`src/rtl/cmp_action_channel.sv`:
```
module cmp_action_channel #(
  parameter int TW = 16
) (
  input  logic          clk,
  input  logic          rst_n,
  input  logic [TW-1:0] timer_a,
  input  logic [TW-1:0] timer_b,
  input  logic          ctl_we,
  input  logic [4:0]    ctl_wdata,
  input  logic          evt_we,
  input  logic [TW-1:0] evt_wdata,
  input  logic          pend_clr,
  output logic          pin_out,
  output logic          adc_start,
  output logic          match_pend
);

  localparam logic [1:0] ACT_ADC = 2'b00;
  localparam logic [1:0] ACT_CLR = 2'b01;
  localparam logic [1:0] ACT_SET = 2'b10;
  localparam logic [1:0] ACT_TGL = 2'b11;

  logic [4:0]    ctl_q;
  logic [TW-1:0] evt_q;
  logic [TW-1:0] prev_q;
  logic          armed_q;

  wire [1:0]    act    = ctl_q[1:0];
  wire          adc_en = ctl_q[2];
  wire          repeat_en = ctl_q[3];
  wire [TW-1:0] tsel_v = ctl_q[4] ? timer_b : timer_a;
  wire          hit    = (tsel_v == evt_q) && (tsel_v != prev_q);
  wire          fire   = armed_q && hit;

  always_ff @(posedge clk) begin
    if (!rst_n) begin
      ctl_q   <= '0;
      evt_q   <= '0;
      prev_q  <= '0;
      armed_q <= 1'b0;
    end else begin
      prev_q <= tsel_v;
      if (ctl_we) ctl_q <= ctl_wdata;
      if (evt_we) evt_q <= evt_wdata;
      if (evt_we) armed_q <= 1'b1;
      else if (fire && !repeat_en) armed_q <= 1'b0;
    end
  end

  always_ff @(posedge clk) begin
    if (!rst_n) begin
      pin_out    <= 1'b0;
      adc_start  <= 1'b0;
      match_pend <= 1'b0;
    end else begin
      adc_start  <= fire && (act == ACT_ADC || adc_en);
      match_pend <= fire || (match_pend && !pend_clr);
      if (fire) begin
        case (act)
          ACT_CLR: pin_out <= 1'b0;
          ACT_SET: pin_out <= 1'b1;
          ACT_TGL: pin_out <= ~pin_out;
          default: pin_out <= pin_out;
        endcase
      end
    end
  end

  AST_SET_PIN: assert property (@(posedge clk) disable iff (!rst_n)
    fire && act == ACT_SET |=> pin_out);
  AST_CLR_PIN: assert property (@(posedge clk) disable iff (!rst_n)
    fire && act == ACT_CLR |=> !pin_out);
  AST_TOGGLE_PIN: assert property (@(posedge clk) disable iff (!rst_n)
    fire && act == ACT_TGL |=> pin_out != $past(pin_out));
  AST_PEND_ON_ACTION: assert property (@(posedge clk) disable iff (!rst_n)
    fire |=> match_pend);
  AST_ONESHOT_DISARM: assert property (@(posedge clk) disable iff (!rst_n)
    fire && !repeat_en && !evt_we |=> !armed_q);
  AST_DISARMED_QUIET: assert property (@(posedge clk) disable iff (!rst_n)
    !armed_q |=> $stable(pin_out) && !adc_start);
  AST_ADC_IMPLIES_PEND: assert property (@(posedge clk) disable iff (!rst_n)
    adc_start |-> match_pend);

endmodule

```
`config.mk`:
```
export PLATFORM = sky130hd
export DESIGN_NAME = cmp_action_channel
export DESIGN_NICKNAME = d
export VERILOG_FILES = /design/src/rtl/cmp_action_channel.sv
export SDC_FILE = /design/constraint.sdc
export NUM_CORES = 1
export LEC_CHECK = 0
export BUFFER_PORTS_ARGS = -buffer_cell sky130_fd_sc_hd__buf_2
export CORE_UTILIZATION = 35
export CTS_CLUSTER_SIZE = 20
export DETAILED_ROUTE_END_ITERATION = 8
export PLACE_DENSITY = 0.65
export SKIP_CTS_REPAIR_TIMING = 1
export SLEW_MARGIN = 20
export SYNTH_ARGS = -nofsm -noshare
export SYNTH_HDL_FRONTEND = slang
export SYNTH_SLANG_ARGS = --single-unit
```
`constraint.sdc`:
```
create_clock -name clk -period 2.3 [get_ports clk]
set_clock_uncertainty 0.2 [all_clocks]
set_input_delay 0.115 -clock clk [delete_from_list [all_inputs] [get_ports clk]]
set_output_delay 0.115 -clock clk [all_outputs]
set_load 0.1 [all_outputs]
```
# Word level (Yosys, flattened, before mapping)
# Cells that the tools add are included.
# word_totals
ff_bits,41
inputBits,58
output_inout_bits,3
wordCells,30
# op_classes
n_eq_ne,5
mux,4
n_bitwise,1
n_reduce_logical,13
# op_table
cell,n
$eq A16 B16 Y1,1
$mux W16,1
$ne A16 B16 Y1,1
$logic_and A1 B1 Y1,5
$eq A2 B2 Y1 const B,2
$pmux W1 S3,1
$reduce_bool A3 Y1,1
$eq A2 B1 Y1 const B,1
$logic_not A1 Y1,2
$logic_not A2 Y1,1
$logic_or A1 B1 Y1,2
$mux W1,2
$reduce_and A2 Y1,1
$reduce_bool A2 Y1,1
$not A1 Y1,1

# Depth between registers and ports, before layout
# depth
ltp_word,7
depth_mapped,8
depth_no_buf,6

# Least setup slack after synthesis
# No wires, ideal clock.
# synth_path
path_kind,register to register
start,register ctl_q[4]
end,register match_pend
setup_ns,0.115
arrival_ns,1.796
required_ns,1.985
slack_ns,0.190
stages_incl_launch_ff,9
path_buffers,2
period_less_slack_ns,2.110
path_cell_list,dfxtp_1 -> buf_6 -> buf_12 -> mux2i_1 -> xor2_1 -> nand4_1 -> nor4_4 -> nor3_2 -> o21a_1
# synth_via
elab_chain_len,5
elab_cells_between_ends,6
cone_classes,eq/ne (2); mux (1); reduce/logical (3)
# synth_lines
element,line,source
"start, declared",23,logic [4:0] ctl_q;
"start signal, assigned",43,if (ctl_we) ctl_q <= ctl_wdata;
$mux W16 *,31,wire [TW-1:0] tsel_v = ctl_q[4] ? timer_b : timer_a;
$eq A16 B16 Y1 / $ne A16 B16 Y1 (equally long branches),32,wire hit = (tsel_v == evt_q) && (tsel_v != prev_q);
$logic_and A1 B1 Y1 *,32,
$logic_and A1 B1 Y1 *,33,wire fire = armed_q && hit;
$logic_or A1 B1 Y1 *,57,match_pend <= fire || (match_pend && !pend_clr);
"end signal, assigned",57,
"end, declared",15,output logic match_pend
# Mark *: on every way between the ends. The rest lies on a longest branch, timed or not.
# A chain may end at the register's enable or synchronous reset.

# Final worst setup path
# layout_path
start,register ctl_q[4]
end,register pin_out
# layout_via
elab_chain_len,5
elab_cells_between_ends,6
cone_classes,eq/ne (2); mux (1); reduce/logical (3)
# layout_lines
element,line,source
$mux W16 *,31,
$eq A16 B16 Y1 / $ne A16 B16 Y1 (equally long branches),32,
$logic_and A1 B1 Y1 *,32,
$logic_and A1 B1 Y1 *,33,
$reduce_and A2 Y1 (no source line) *,-,
"end signal, assigned",62,ACT_TGL: pin_out <= ~pin_out;
"end signal, assigned",63,default: pin_out <= pin_out;
"end, declared",13,"output logic pin_out,"
# Marked as above.

==> reports/results.ini <==
[run_status]
outcome = finished with violations
violations = negative hold slack

[synth]
synthCells = 181
synth_edf_count = 0
avgSynthCellArea_um2 = 11.3
synth_cell_types = 27
syn-cell-area_um2 = 2050
synth_ff_type = dfxtp_1
ys_top_cells_by_area = dfxtp_1 (40%), mux2i_1 (15%), nor2b_1 (11%)
synth_common_cells = dfxtp_1 (41), nor2b_1 (36), mux2i_1 (31)
synth.most_common_cell = dfxtp_1
ys_ff_latch = 41
synth_fp_nets = 239
yosysSeqAreaShare_pct = 40.1
yosysTopAreaCellShare_pct = 40.1
synth.largest_area_cell = dfxtp_1
yosys_warnings = 0
synthArstFlopShare_pct = 0

[layout]
antenna_cells = 0
syn2layout_area_growth_pct = 50.3
nets = 346
num-fill-cells = 509
drive_gt1_share_pct = 38.1
fin_area_um2 = 3080

[global_route]
grt_util_all_layers_pct = 14.2
grt_max_degree = 27
grt_pass1_wl_um = 6690
overflow = 0
grt_antenna_before_repair = 0
grt_pass1_vias = 1392

[placement]
dpl_cell_area_um2 = 2470
hpwl_um = 3120
port-buffer-count = 60
place_congestion = 0.771

[worst_setup_path]
cp_max_fo = 6
endpoint_kind = flip-flop
crit_type = reg2reg
cp-start-kind = flip-flop
critPathArrivalTime_ns = 2.22
cp.required_ns = 2.32

[clocking]
clkTransAtPathRegs_ns = 0.07
cts_buffer_depth = 2
clockRootBuffer = clkbuf_8
cts-buffers-inserted = 5
cts_tree = done
cts.sinks = 41
insertion_delay_ns = 0.29
htree_levels = 2

[detailed_routing]
met2_length_um = 2230
drc = 0
highest_layer = met4
wl_met1_um = 2290
vias = 1589
ant_nets = 0
dr.pass1.iters = 4
wl_per_cell_um = 13.2
viasPerCell = 4.40
drt_iter0_markers = 62
wl_met3_um = 198
drt_wl_total_um = 4760

[power_and_ir_drop]
p_per_area_nw_per_um2 = 546
peakVddDrop_v = 0.000337
p_leak_uw = 0.00133

[floorplan]
ios = 61
die_area_um2 = 6150
fp.dieW_um = 78.5
die_h_um = 78.5
initial_core_util_pct = 36.7
core_um2 = 5570
num_rows = 27

[timing]
rsz0062_at_grt = yes
slew_viol_final = 0
setup_violations = 0
worst_hold_slack_ns = -0.0430
worst_pin_slew_ns = 0.562
max_freq_mhz = 455
hold_violations = 2
fin_crit_sh_pct = 95.6
min_period_ns = 2.20
maxSlewHeadroom_pct = 62.5

[job]
maxCapViolCount = 0

[worst_hold_path]
hold_path_class = in2reg

## path summary, 6_finish.rpt
check	to	slack, ns	start	cells past startpoint
hold reg to reg	pin_out	0.30	pin_out	2
hold / removal	prev_q[1]	-0.04	timer_a[1]	3
setup reg to reg	pin_out	0.10	ctl_q[4]	10
setup / recovery	pin_out	0.10	ctl_q[4]	10
## cell type report
type / count / area (µm²) / area share (%)
sequential: 41 / 825 / 26.8
clock inverter: 1 / 5.00 / 0.163
inverter: 2 / 7.51 / 0.244
timing repair buffer: 109 / 787 / 25.6
multi-input combinational: 129 / 1260 / 41.1
tap: 72 / 90.1 / 2.93
clock buffer: 7 / 96.3 / 3.13
## logic make-up (layout without fill, tap and decap cells)
kind of cell | count (synthesis) | count (layout) | share of synthesized area, %
simple gates | 56 | 56 | 20.2
xor+xnor | 32 | 32 | 13.7
flops | 41 | 41 | 40.1
compound gates | 4 | 4 | 1.47
mux | 37 | 37 | 21.3
buf+inv | 11 | 119 | 3.18
## sequential cells by signal, summed over array words and instances, names as in the netlist
register,flops
match_pend,1
adc_start,1
prev_q,16
armed_q,1
evt_q,16
pin_out,1
ctl_q,5
## worst max-delay path: stages, from the launching register on
cell,delay (ns)
dfxtp_4,0.39
clkbuf_16,0.18
mux2i_4,0.29
buf_4,0.15
xor2_1,0.16
nand4_1,0.16
nor4_4,0.15
buf_4,0.18
buf_4,0.11
nor4_2,0.03
o21bai_1,0.11
## cell usage in the layout (no fill, tap or decap), types with 2 or more instances in the layout
master	count
nor4_4	3
buf_4	12
dfxtp_1	40
nor4_2	4
clkbuf_8	7
inv_1	2
mux2i_4	9
xor2_1	16
dlygate4sd3_1	34
buf_2	60
nor2b_1	36
xnor2_2	3
xnor2_1	13
mux2i_2	4
nand4_1	4
nor2_1	2
mux2i_1	24
## through the flow
stage / TNS [ns] / setup slack (ns) / cells / util, % / total power [µW]
after floorplan: 0 / 0.190 / 181 / - / 987
after global placement: 0 / 0.0929 / 315 / 44.4 / 1090
after detailed placement: 0 / 0.0515 / 315 / 44.4 / 1100
after CTS: 0 / 0.0383 / 323 / 46.2 / 1600
after global routing: -0.0672 / -0.0340 / 361 / 55.2 / 1760
final: 0 / 0.101 / 361 / 55.2 / 1680
## where the power goes
group | switching (µW) | internal [µW] | leakage (µW)
registers | 27.0 | 752 | 0.000340
logic | 164 | 224 | 0.000932
clock network | 241 | 271 | 0.0000542
total | 433 | 1250 | 0.00133
## per-layer routing
layer | GRT usage (%) | vias up
li1 | - | 822
met2 | 23.1 | 41
met4 | 5.56 | 0
met5 | 0 | -
met1 | 18.3 | 722
met3 | 3.14 | 4
Power figures use the tool's default switching activity.
